### src/rtl/gs_pwm_pkg.sv
package gs_pwm_pkg;

    localparam int DEF_NUM_CH    = 16;
    localparam int DEF_GS_BITS   = 12;
    localparam int DEF_TRIM_BITS = 6;

    typedef enum logic [1:0] {
        PH_BLANKED  = 2'd0,
        PH_COUNTING = 2'd1,
        PH_DONE     = 2'd2
    } gs_phase_e;

    // Count at which the cycle ends for a given counter width.
    function automatic int unsigned gs_last(input int unsigned bits);
        return (32'd1 << bits) - 32'd1;
    endfunction

endpackage

### src/rtl/gs_cycle_counter.sv
module gs_cycle_counter
    import gs_pwm_pkg::*;
#(
    parameter int GS_BITS = DEF_GS_BITS
) (
    input  logic               clk,
    input  logic               rst,
    input  logic               gs_tick,
    input  logic               blank,
    output logic [GS_BITS-1:0] count,
    output logic               saturated
);
    localparam logic [GS_BITS-1:0] CNT_LAST    = GS_BITS'(gs_last(GS_BITS));
    localparam logic [GS_BITS-1:0] CNT_PENULT  = CNT_LAST - 1'b1;

    logic [GS_BITS-1:0] cnt_q;
    gs_phase_e          phase_q;

    always_ff @(posedge clk) begin
        if (rst || blank) begin
            cnt_q   <= '0;
            phase_q <= PH_BLANKED;
        end else if (phase_q != PH_DONE) begin
            if (gs_tick) begin
                cnt_q   <= cnt_q + 1'b1;
                phase_q <= (cnt_q == CNT_PENULT) ? PH_DONE : PH_COUNTING;
            end else if (phase_q == PH_BLANKED) begin
                phase_q <= PH_COUNTING;
            end
        end
    end

    assign count     = cnt_q;
    assign saturated = (phase_q == PH_DONE);

    // a blanked edge restarts the count
    a_r3_blank_clears: assert property (@(posedge clk) disable iff (rst)
        blank |=> cnt_q == '0);
    // one step per tick
    a_r4_tick_step: assert property (@(posedge clk) disable iff (rst)
        (!blank && gs_tick && phase_q != PH_DONE) |=> cnt_q == $past(cnt_q) + 1'b1);
    // no tick, no movement
    a_r4_hold: assert property (@(posedge clk) disable iff (rst)
        (!blank && !gs_tick) |=> cnt_q == $past(cnt_q));
    // saturation holds without wrapping
    a_r6_no_wrap: assert property (@(posedge clk) disable iff (rst)
        (!blank && phase_q == PH_DONE) |=> cnt_q == CNT_LAST);
    // done phase only at the last count
    a_r6_done_at_last: assert property (@(posedge clk) disable iff (rst)
        (phase_q == PH_DONE) |-> cnt_q == CNT_LAST);

endmodule

### src/rtl/gs_channel.sv
module gs_channel
    import gs_pwm_pkg::*;
#(
    parameter int GS_BITS   = DEF_GS_BITS,
    parameter int TRIM_BITS = DEF_TRIM_BITS
) (
    input  logic [GS_BITS-1:0]   level,
    input  logic [GS_BITS-1:0]   count,
    input  logic                 allow,
    input  logic [TRIM_BITS-1:0] trim,
    output logic                 on,
    output logic [TRIM_BITS-1:0] scale
);
    always_comb begin
        on    = allow && (count < level);
        scale = trim;
    end

    // a zero level never lights the channel
    always_comb begin
        if (level == '0) a_r5_zero_dark: assert (!on);
    end

endmodule

### src/rtl/gs_pwm_gen.sv
module gs_pwm_gen
    import gs_pwm_pkg::*;
#(
    parameter int NUM_CH    = DEF_NUM_CH,
    parameter int GS_BITS   = DEF_GS_BITS,
    parameter int TRIM_BITS = DEF_TRIM_BITS
) (
    input  logic                          clk,
    input  logic                          rst,
    input  logic                          gs_tick,
    input  logic                          blank,
    input  logic [NUM_CH*GS_BITS-1:0]     gs_words,
    input  logic [NUM_CH*TRIM_BITS-1:0]   trim_words,
    output logic [NUM_CH-1:0]             ch_on,
    output logic [NUM_CH*TRIM_BITS-1:0]   ch_scale,
    output logic                          cycle_done
);
    logic [GS_BITS-1:0] count;
    logic               saturated;
    logic               allow;

    gs_cycle_counter #(.GS_BITS(GS_BITS)) u_counter (
        .clk       (clk),
        .rst       (rst),
        .gs_tick   (gs_tick),
        .blank     (blank),
        .count     (count),
        .saturated (saturated)
    );

    assign allow      = !blank && !saturated;
    assign cycle_done = !blank && saturated;

    for (genvar i = 0; i < NUM_CH; i++) begin : g_ch
        gs_channel #(.GS_BITS(GS_BITS), .TRIM_BITS(TRIM_BITS)) u_ch (
            .level (gs_words[i*GS_BITS +: GS_BITS]),
            .count (count),
            .allow (allow),
            .trim  (trim_words[i*TRIM_BITS +: TRIM_BITS]),
            .on    (ch_on[i]),
            .scale (ch_scale[i*TRIM_BITS +: TRIM_BITS])
        );
    end

    // blanking darkens everything
    a_r2_blank_dark: assert property (@(posedge clk) disable iff (rst)
        blank |-> (ch_on == '0 && !cycle_done));
    // completed cycle keeps channels off
    a_r6_done_dark: assert property (@(posedge clk) disable iff (rst)
        cycle_done |-> ch_on == '0);

endmodule

### config.mk
export PLATFORM = sky130hd
export DESIGN_NAME = gs_pwm_gen
export DESIGN_NICKNAME = d
export VERILOG_FILES = /design/src/rtl/gs_pwm_pkg.sv /design/src/rtl/gs_cycle_counter.sv /design/src/rtl/gs_channel.sv /design/src/rtl/gs_pwm_gen.sv
export SDC_FILE = /design/constraint.sdc
export NUM_CORES = 1
export LEC_CHECK = 0
export BUFFER_PORTS_ARGS = -buffer_cell sky130_fd_sc_hd__clkbuf_2
export CAP_MARGIN = 30
export CORE_ASPECT_RATIO = 1.1
export CORE_MARGIN = 4
export CORE_UTILIZATION = 25
export CTS_CLUSTER_DIAMETER = 100
export DETAILED_ROUTE_END_ITERATION = 12
export PLACE_DENSITY = 0.52
export SLEW_MARGIN = 20
export SYNTH_ARGS = -nofsm -noshare
export SYNTH_HDL_FRONTEND = slang
export SYNTH_SLANG_ARGS = --single-unit
### constraint.sdc
create_clock -name clk -period 1.7 [get_ports clk]
set_clock_uncertainty 0.05 [all_clocks]
set_input_delay 0.17 -clock clk [delete_from_list [all_inputs] [get_ports clk]]
set_output_delay 0.17 -clock clk [all_outputs]
set_load 0.005 [all_outputs]
==> impl_metrics.py, run 1 <==
metrics = {
    "clock_tree": {
        "clock_latency_ns": 0.24,
        "clock_path_buffers": 2,
        "clk_pin_slew_worst_paths_ns": 0.05,
        "cts_tree": "yes",
        "cts_root_buf": "clkbuf_16",
        "cts_sinks": 14,
        "htree_levels": 1,
        "numCtsBuffers": 3,
    },
    "route": {
        "first_pass_iters": 4,
        "post_drt_wl_per_cell_um": 16.7,
        "routed_wl_um": 21600,
        "drc": 0,
        "viasPerCell": 4.55,
        "drt_iter0_drc": 164,
        "vias": 5909,
        "ant_nets": 0,
    },
    "floorplanning": {
        "initial_core_util": 0.257,
        "dieHeight_um": 169,
        "num_io_pins": 405,
        "rows": 58,
        "dieArea_sq_mm": 0.0262,
        "fp.dieW_um": 155,
        "fp.coreArea_sq_mm": 0.0231,
    },
    "critical_path": {
        "required_ns": 1.48,
        "critPathKind": "register to output pin",
        "worstSetupStartpointType": "register",
        "endpoint_kind": "output pin",
        "crit_arrival_ns": 1.83,
        "crit_slowest_cell": "dfxtp_2",
        "slowest_delay_ns": 0.33,
        "path_cells": "buf_12 -> buf_12 -> ha_1 -> o21ai_0 -> o21ai_0 -> a21oi_2 -> o21a_1 -> clkbuf_2",
        "cp_max_fo": 6,
    },
    "timing": {
        "period_share": 1.20,
        "setup_viol": 16,
        "period_minus_slack_ns": 2.05,
        "fmax_mhz": 488,
        "rsz0062_at_grt": "yes",
        "timing.slew.headroom": 0.773,
        "hold_ws_ns": 0.0812,
        "final_hold_viol_count": 0,
        "tightest_slew_ns": 0.341,
        "fin_ws_ns": -0.348,
        "fin_tns_setup_ns": -4.24,
        "finalMaxSlewViolations": 0,
    },
    "yosys": {
        "synthesis.nets": 1303,
        "ys_warn_count": 0,
        "netlist_instances": 833,
        "synth.cell_area_sq_mm": 0.00592,
        "syn_avg_cell_area_sq_um": 7.11,
        "synth_seq_cells": 14,
        "synth_cell_type_count": 33,
        "ys_seq_area_frac": 0.0473,
    },
    "grt": {
        "grt_pass1_vias": 6205,
        "grt_usage": 0.158,
        "grt_max_degree": 18,
        "antenna_found_initial": 1,
        "grt_pass1_wl_um": 32600,
        "grt_overflow_total": 0,
    },
    "power_and_ir_drop": {
        "p_leak_nw": 4.47,
        "switching_share": 0.337,
        "power_mw": 1.67,
        "p_seq_frac": 0.199,
        "p_switching_uw": 565,
        "powerDensity_mw_per_mm2": 208,
        "p_clk_frac": 0.293,
        "internal_power_mw": 1.11,
        "vdd_drop_max_mv": 0.237,
        "comb_power_share": 0.508,
    },
    "final_layout": {
        "area_growth_syn_to_layout_pct": 36.1,
        "fillers": 2487,
        "register_area_sq_um": 307,
        "multi_input_area_sq_mm": 0.00483,
        "drive_above_1_share": 0.407,
        "diodes": 0,
        "fin_area_sq_mm": 0.00805,
        "final_nets": 1470,
    },
    "hold_path": {
        "hold_path_class": "primary input to register",
    },
    "place": {
        "place_area_sq_mm": 0.00705,
        "place_congestion": 0.843,
        "hpwlAfterDp_um": 18300,
        "io_buffers": 212,
    },
    "job": {
        "cap_viol_max_count": 0,
    },
    "outcome": {
        "violations": "setup timing",
        "status": "finished with violations",
    },
}
## Yosys cell counts
library cell	count	share of area
a211oi_1	16	0.020
a21boi_0	1	0.0013
a21oi_1	52	0.044
a311oi_1	1	0.0015
and3_1	1	0.0011
and3_4	1	0.0019
and4_1	1	0.0015
buf_2	4	0.0034
buf_4	112	0.14
buf_6	2	0.0038
clkbuf_1	2	0.0013
dfxtp_1	14	0.047
ha_1	178	0.38
inv_1	177	0.11
nand2_1	37	0.023
nand2b_4	1	0.0023
nand3_1	6	0.0051
nand3_2	1	0.0017
nand4_1	18	0.019
nand4_4	1	0.0036
nor2_1	57	0.036
nor2b_1	1	0.0011
nor3_1	18	0.015
nor3b_1	16	0.020
nor4_1	18	0.019
o211ai_1	1	0.0013
o21a_1	17	0.022
o21ai_0	67	0.057
or2_2	1	0.0011
or3_1	3	0.0032
or4_1	1	0.0013
xnor2_1	3	0.0044
xor2_1	4	0.0059
## sequential cells by signal, indices dropped and copies added (netlist names)
name / cells
u_counter.count: 12
u_counter.phase_q: 2
## path summary, 6_finish.rpt
path	from	to	slack [ns]	cells after the start
setup reg to reg	u_counter.count[5]	u_counter.count[10]	0.07	6
setup / recovery	u_counter.count[2]	ch_on[4]	-0.35	8
hold reg to reg	u_counter.phase_q[0]	u_counter.phase_q[1]	0.58	2
hold / removal	rst	u_counter.phase_q[0]	0.08	2
## power groups by stage
stage	registers (mW)	logic [mW]	clock network, mW
detailed placement	0.346	0.737	0
floorplan	0.346	0.559	0
global route	0.333	0.974	0.518
global placement	0.346	0.733	0
CTS	0.333	0.779	0.506
finish	0.333	0.851	0.490
## cell usage in the layout, fill, tap and decap left out, types with 3 or more instances in the layout
| cell | instances |
|---|---|
| a211oi_2 | 16 |
| a21oi_1 | 32 |
| a21oi_2 | 19 |
| buf_12 | 8 |
| buf_2 | 4 |
| buf_4 | 40 |
| buf_6 | 18 |
| buf_8 | 4 |
| clkbuf_16 | 3 |
| clkbuf_2 | 208 |
| dfxtp_1 | 3 |
| dfxtp_2 | 6 |
| dfxtp_4 | 5 |
| ha_1 | 139 |
| ha_2 | 4 |
| ha_4 | 35 |
| inv_1 | 177 |
| nand2_1 | 31 |
| nand2_2 | 5 |
| nand3_1 | 6 |
| nand4_1 | 18 |
| nor2_1 | 57 |
| nor3_1 | 9 |
| nor3_2 | 8 |
| nor3b_1 | 12 |
| nor3b_2 | 4 |
| nor4_1 | 14 |
| nor4_2 | 4 |
| o21a_1 | 17 |
| o21ai_0 | 25 |
| o21ai_1 | 37 |
| o21ai_2 | 5 |
| or3_1 | 3 |
| xnor2_1 | 3 |
| xor2_1 | 4 |
## area by class of cell
class | count | share of cell area
multi-input cells | 522 | 0.600
repair buffers | 282 | 0.222
inverters | 177 | 0.0825
well taps | 300 | 0.0466
flip-flops and latches | 14 | 0.0381
clock buffers | 4 | 0.0110
## worst max-delay path, delay by kind of cell (launching register included)
kind	cells	cell delay [ns]
compound gates	4	0.62
fa+ha+maj	1	0.27
buf+inv	3	0.39
flops	1	0.33
## repair_timing
action,4_1_cts,5_1_grt
buffers inserted,1,6
setup endpoints to repair,19,21
gates cloned,0,0
hold buffers,0,0
gates resized for setup,79,117
pin swaps,16,47
## through the flow
stage / cells / util / setup slack (ns)
global placement: 1290 / 0.305 / -0.162
finish: 1299 / 0.349 / -0.348
floorplan: 833 / - / 0.0233
global route: 1299 / 0.349 / -0.426
detailed placement: 1290 / 0.305 / -0.173
CTS: 1294 / 0.325 / -0.344
## layer usage
metal,GRT usage,part of all wire
met5,0,0.00060
met4,0.0714,0.048
met3,0.0275,0.056
met2,0.267,0.48
met1,0.195,0.42
## cell families after synthesis
group,Yosys count,synth area share
AO/OA/AOI/OAI,155,0.146
flip-flops,14,0.0473
buffers and inverters,297,0.263
XOR/XNOR,7,0.0104
adder cells (fa/ha/maj),178,0.376
AND/OR/NAND/NOR,182,0.157
Power figures use the tool's default switching activity.
==> run 2, diff against run 1 <==
--- a/config.mk
+++ b/config.mk
@@ -7,12 +7,11 @@
 export LEC_CHECK = 0
 export BUFFER_PORTS_ARGS = -buffer_cell sky130_fd_sc_hd__clkbuf_2
 export CAP_MARGIN = 30
-export CORE_ASPECT_RATIO = 1.1
-export CORE_MARGIN = 4
-export CORE_UTILIZATION = 25
+export CORE_AREA = 4 4 155 157
 export CTS_CLUSTER_DIAMETER = 100
 export DETAILED_ROUTE_END_ITERATION = 12
-export PLACE_DENSITY = 0.52
+export DIE_AREA = 0 0 159 161
+export PLACE_DENSITY = 0.54
 export SLEW_MARGIN = 20
 export SYNTH_ARGS = -nofsm -noshare
 export SYNTH_HDL_FRONTEND = slang
==> run 2 against run 1 <==
The flow still finishes with violations (setup timing); final cell count is 2.3% lower; clock-buffer cell count stayed put; maximum frequency is 0.14% higher; wire length is 6.8% lower; non-clock buffer count is 15 lower; via count is 0.71% lower; sequential share of layout area is 0.057 points higher; flip-flop and latch count stayed put; critical endpoint is now ch_on[14]; largest cell class unchanged; highest routed layer is now met4.
==> impl_metrics.py, run 2 (same netlist as run 1, synthesis figures left out) <==
metrics = {
    "outcome": {
        "status": "finished with violations",
        "violations": "setup timing",
    },
    "grt": {
        "grt_usage": 0.146,
        "grt_pass1_wl_um": 30400,
        "grt_pass1_vias": 5971,
        "grt_overflow_total": 0,
        "antenna_found_initial": 0,
        "grt_max_degree": 20,
    },
    "timing": {
        "hold_ws_ns": 0.0883,
        "timing.slew.headroom": 0.643,
        "fin_ws_ns": -0.345,
        "tightest_slew_ns": 0.533,
        "setup_viol": 16,
        "fin_tns_setup_ns": -4.70,
        "fmax_mhz": 489,
        "rsz0062_at_grt": "yes",
        "final_hold_viol_count": 0,
        "period_minus_slack_ns": 2.04,
        "period_share": 1.20,
        "finalMaxSlewViolations": 0,
    },
    "final_layout": {
        "final_nets": 1455,
        "register_area_sq_um": 309,
        "mostFrequentLayoutCells": "clkbuf_2 (208), inv_1 (177), ha_1 (143), nor2_1 (55), ha_4 (34)",
        "drive_above_1_share": 0.401,
        "diodes": 0,
        "layout_commonest_cell": "clkbuf_2",
        "area_growth_syn_to_layout_pct": 35.1,
        "fillers": 2428,
        "multi_input_area_sq_mm": 0.00485,
        "largest_reg_flops": 12,
    },
    "route": {
        "post_drt_wl_per_cell_um": 15.9,
        "drt_iter0_drc": 126,
        "vias": 5867,
        "ant_nets": 0,
        "viasPerCell": 4.62,
        "routed_wl_um": 20200,
        "first_pass_iters": 4,
        "drc": 0,
    },
    "critical_path": {
        "rr_startpoint": "u_counter.count[5]",
        "crit_start": "u_counter.count[9]",
        "crit_arrival_ns": 1.82,
        "endpoint_kind": "output pin",
        "rrSetupSlack_ns": 0.07,
        "worstSetupStartpointType": "register",
        "required_ns": 1.48,
        "critPathKind": "register to output pin",
        "cp_max_fo": 5,
    },
    "hold_path": {
        "min_from": "rst",
        "hold_path_class": "primary input to register",
    },
    "floorplanning": {
        "dieHeight_um": 161,
        "fp.dieW_um": 159,
        "dieArea_sq_mm": 0.0256,
        "fp.coreArea_sq_mm": 0.0225,
        "initial_core_util": 0.263,
        "rows": 55,
        "num_io_pins": 405,
    },
    "power_and_ir_drop": {
        "p_clk_frac": 0.298,
        "p_leak_nw": 4.42,
        "switching_share": 0.332,
        "p_switching_uw": 549,
        "vdd_drop_max_mv": 0.220,
        "comb_power_share": 0.504,
        "power_mw": 1.66,
        "internal_power_mw": 1.11,
        "p_seq_frac": 0.197,
        "powerDensity_mw_per_mm2": 207,
    },
    "place": {
        "hpwlAfterDp_um": 16400,
        "io_buffers": 212,
        "place_congestion": 0.841,
    },
    "clock_tree": {
        "clk_pin_slew_worst_paths_ns": 0.05,
        "numCtsBuffers": 3,
        "htree_levels": 1,
        "cts_sinks": 14,
        "clock_path_buffers": 2,
        "cts_tree": "yes",
        "cts_root_buf": "clkbuf_16",
        "clock_latency_ns": 0.24,
    },
    "job": {
        "cap_viol_max_count": 0,
    },
}
run 2: cell types whose count changed in the layout (fill, tap and decap cells not counted), moves of 4 or more:
cell / change
buf_6: -12
buf_4: -10
nor3b_1: -6
nor3b_2: +6
o21ai_1: -6
o21ai_0: +5
buf_12: +4
dfxtp_2: -4
ha_1: +4
run 2: power groups by stage:
stage | clock [mW] | sequential (mW) | combinational [mW]
3_3_place_gp | 0 | 0.343 | 0.708
6_report | 0.494 | 0.327 | 0.835
4_1_cts | 0.508 | 0.335 | 0.755
5_1_grt | 0.518 | 0.327 | 0.957
2_1_floorplan | 0 | 0.346 | 0.559
3_5_place_dp | 0 | 0.342 | 0.715
run 2: what timing repair did:
item                       CTS  global route
resized for setup           65           115
setup endpoints to repair   16            18
hold buffers                 0             0
gates cloned                 0             3
pin swaps                   18            44
buffers inserted             5             4
run 2: per-stage QoR:
step,util,instances,cell area (sq um),worst slack [ns]
2_1_floorplan,-,833,5920,0.0233
3_3_place_gp,0.307,1253,6900,-0.283
3_5_place_dp,0.307,1254,6920,-0.301
4_1_cts,0.324,1263,7300,-0.333
5_1_grt,0.355,1269,8000,-0.439
6_report,0.355,1269,8000,-0.345
run 2: cell type report:
type | instances | area share
inverters | 177 | 0.0831
repair buffers | 267 | 0.216
clock buffers | 4 | 0.0111
multi-input cells | 522 | 0.606
well taps | 285 | 0.0446
flip-flops and latches | 14 | 0.0386
run 2: metal layers:
| metal | vias to the layer above | global-route usage | part of all wire |
|---|---|---|---|
| li1 | 3000 | - | - |
| met1 | 2632 | 0.174 | 0.43 |
| met2 | 175 | 0.258 | 0.47 |
| met3 | 60 | 0.0355 | 0.066 |
| met4 | 0 | 0.0454 | 0.033 |
| met5 | - | 0 | 0 |
run 2: worst max-delay path, cell delays in order (launching register included):
cell and delay, ns:
dfxtp_4 0.39, buf_4 0.19, ha_4 0.21, a211oi_2 0.18, nor2_1 0.07, nor4_1 0.27, o21a_1 0.17, clkbuf_2 0.11
run 2: worst paths after layout:
check / cells past startpoint / endpoint
setup / recovery: 7 / ch_on[14]
setup reg to reg: 6 / u_counter.count[10]
hold / removal: 2 / u_counter.phase_q[0]
hold reg to reg: 3 / u_counter.count[11]
==> run 3, diff against run 2 <==
--- a/config.mk
+++ b/config.mk
@@ -5,13 +5,14 @@
 export SDC_FILE = /design/constraint.sdc
 export NUM_CORES = 1
 export LEC_CHECK = 0
+export ABC_CLOCK_PERIOD_IN_PS = 2200
 export BUFFER_PORTS_ARGS = -buffer_cell sky130_fd_sc_hd__clkbuf_2
 export CAP_MARGIN = 30
-export CORE_AREA = 4 4 155 157
+export CORE_AREA = 4 4 157 159
 export CTS_CLUSTER_DIAMETER = 100
 export DETAILED_ROUTE_END_ITERATION = 12
-export DIE_AREA = 0 0 159 161
-export PLACE_DENSITY = 0.54
+export DIE_AREA = 0 0 161 163
+export PLACE_DENSITY = 0.51
 export SLEW_MARGIN = 20
 export SYNTH_ARGS = -nofsm -noshare
 export SYNTH_HDL_FRONTEND = slang
==> constraint.sdc (replaced) <==
create_clock -name clk -period 2.2 [get_ports clk]
set_clock_uncertainty 0.05 [all_clocks]
set_input_delay 0.22 -clock clk [delete_from_list [all_inputs] [get_ports clk]]
set_output_delay 0.22 -clock clk [all_outputs]
set_load 0.005 [all_outputs]
==> run 3 against run 2 <==
The run now ends clean; via count fell by 4.0%; total power is 27% lower; non-clock buffer count down 26; combinational power is 33% lower; register-to-register slack improved by 0.46 ns; final area is 12% lower; wire length is 4.3% lower; clock power decreased by 22%; critical path type unchanged; largest cell class unchanged; largest power group unchanged.
==> impl_metrics.py, run 3 (same netlist as run 1, synthesis figures left out) <==
metrics = {
    "critical_path": {
        "cp.buffers_inverters": 3,
        "critPathTopFamily": "buffers and inverters",
        "rr_startpoint": "u_counter.count[4]",
        "required_ns": 1.93,
        "slowest_delay_ns": 0.34,
        "endpoint_kind": "output pin",
        "cp_max_fo": 15,
        "critPathKind": "register to output pin",
        "crit_slowest_cell": "dfxtp_2",
        "r2r_cells": 5,
        "worstSetupStartpointType": "register",
        "path_cells": "buf_12 -> buf_4 -> ha_1 -> nand2_1 -> nor3_1 -> a21oi_1 -> o21a_1 -> clkbuf_2",
        "crit_arrival_ns": 1.84,
        "r2r-end": "u_counter.count[10]",
        "rrSetupSlack_ns": 0.53,
    },
    "place": {
        "place_congestion": 0.786,
        "hpwlAfterDp_um": 15900,
        "place_area_sq_mm": 0.00675,
        "place_ws_ns": 0.136,
        "io_buffers": 212,
        "placed_cells": 1267,
    },
    "timing": {
        "fmax_mhz": 473,
        "rsz0062_at_grt": "yes",
        "setup_viol": 0,
        "period_share": 0.961,
        "finalMaxSlewViolations": 0,
        "timing.slew.headroom": 0.709,
        "tightest_slew_ns": 0.435,
        "fin_ws_ns": 0.0864,
        "final_hold_viol_count": 0,
        "period_minus_slack_ns": 2.11,
    },
    "job": {
        "cap_viol_max_count": 0,
    },
    "grt": {
        "grt_pass1_wl_um": 29400,
        "antenna_found_initial": 0,
        "grt_pass1_vias": 5741,
        "grt_overflow_total": 0,
        "grt_max_degree": 21,
        "grt_usage": 0.140,
    },
    "hold_path": {
        "hold_path_class": "primary input to register",
        "holdPathEnd": "u_counter.phase_q[0]",
        "min_path_cells": 2,
        "min_from": "rst",
    },
    "floorplanning": {
        "rows": 56,
        "num_io_pins": 405,
        "dieHeight_um": 163,
        "fp.dieW_um": 161,
        "fp.coreArea_sq_mm": 0.0233,
        "initial_core_util": 0.254,
        "dieArea_sq_mm": 0.0262,
    },
    "route": {
        "vias": 5630,
        "drt_iter0_drc": 184,
        "drc": 0,
        "first_pass_iters": 4,
        "post_drt_wl_per_cell_um": 15.1,
        "routed_wl_um": 19300,
        "ant_nets": 0,
        "viasPerCell": 4.41,
    },
    "final_layout": {
        "mostFrequentLayoutCells": "clkbuf_2 (212), inv_1 (177), ha_1 (176), o21ai_0 (59), nor2_1 (57)",
        "largest_reg_flops": 12,
        "layout_commonest_cell": "clkbuf_2",
        "area_growth_syn_to_layout_pct": 19.0,
        "drive_above_1_share": 0.287,
        "stdcell_count": 1277,
        "fin_area_sq_mm": 0.00704,
        "diodes": 0,
        "final_nets": 1429,
        "utilization": 0.303,
    },
    "power_and_ir_drop": {
        "power_mw": 1.20,
        "powerDensity_mw_per_mm2": 171,
        "vdd_drop_max_mv": 0.168,
        "p_leak_nw": 4.22,
    },
    "clock_tree": {
        "clock_path_buffers": 2,
        "cts_root_buf": "clkbuf_16",
        "htree_levels": 1,
        "cts_sinks": 14,
        "cts_tree": "yes",
        "clk_pin_slew_worst_paths_ns": 0.05,
        "clock_latency_ns": 0.24,
        "numCtsBuffers": 3,
    },
    "outcome": {
        "status": "completed",
    },
}
-- run 3: cell count changes in the layout (fill, tap and decap cells not counted), moves of 14 or more --
cell      previous run  this run
ha_4                34         2
ha_1               143       176
a211oi_1             0        14
a211oi_2            16         2
o21ai_1             31         8
buf_4               30        15
o21ai_0             30        59
-- run 3: worst max-delay path by stage --
stage / start / to / slack [ns] / cells after the start
6_report: u_counter.count[7] / ch_on[15] / 0.09 / 8
2_1_floorplan: u_counter.count[9] / ch_on[1] / 0.30 / 6
3_3_place_gp: u_counter.count[7] / ch_on[0] / 0.18 / 7
5_1_grt: u_counter.count[7] / ch_on[1] / -0.03 / 8
3_5_place_dp: u_counter.count[7] / ch_on[0] / 0.14 / 7
4_1_cts: u_counter.count[1] / ch_on[1] / 0.03 / 8
-- run 3: metal layers --
| layer | routed length, um | global-route usage | up-vias | part of all wire |
|---|---|---|---|---|
| met5 | 0 | 0 | - | 0 |
| met4 | 613 | 0.0388 | 0 | 0.032 |
| met3 | 1250 | 0.0304 | 63 | 0.065 |
| met2 | 9270 | 0.252 | 164 | 0.48 |
| met1 | 8170 | 0.168 | 2446 | 0.42 |
| li1 | - | - | 2957 | - |
-- run 3: what timing repair did --
action | CTS | global route
setup endpoints to repair | 5 | 13
resized for setup | 6 | 33
hold buffers | 0 | 0
pin swaps | 0 | 4
buffers inserted | 0 | 3
gates cloned | 0 | 3
-- run 3: final cells by class --
type,count,area [sq um]
Tap cell,319,399
Sequential cell,14,288
Clock buffer,4,88.8
Timing Repair Buffer,241,1420
Multi-Input combinational cell,522,4190
Fill cell,2647,16200
Inverter,177,664
-- run 3: worst register-to-register path: cells and delay by family (launching register included) --
kind            cells  cell delay (ns)
flops               1             0.40
simple gates        3             0.82
buf+inv             1             0.20
compound gates      1             0.13
-- run 3: report_power, final --
group	switching [mW]	total, mW	internal [mW]
clock network	0.111	0.387	0.276
registers	0.00237	0.258	0.256
logic	0.274	0.557	0.283
-- run 3: metrics by stage --
stage | TNS, ns | hold slack [ns]
after floorplan | 0 | 0.249
after global placement | 0 | 0.388
after detailed placement | 0 | 0.390
after CTS | 0 | 0.139
after global routing | -0.0848 | 0.148
final | 0 | 0.136
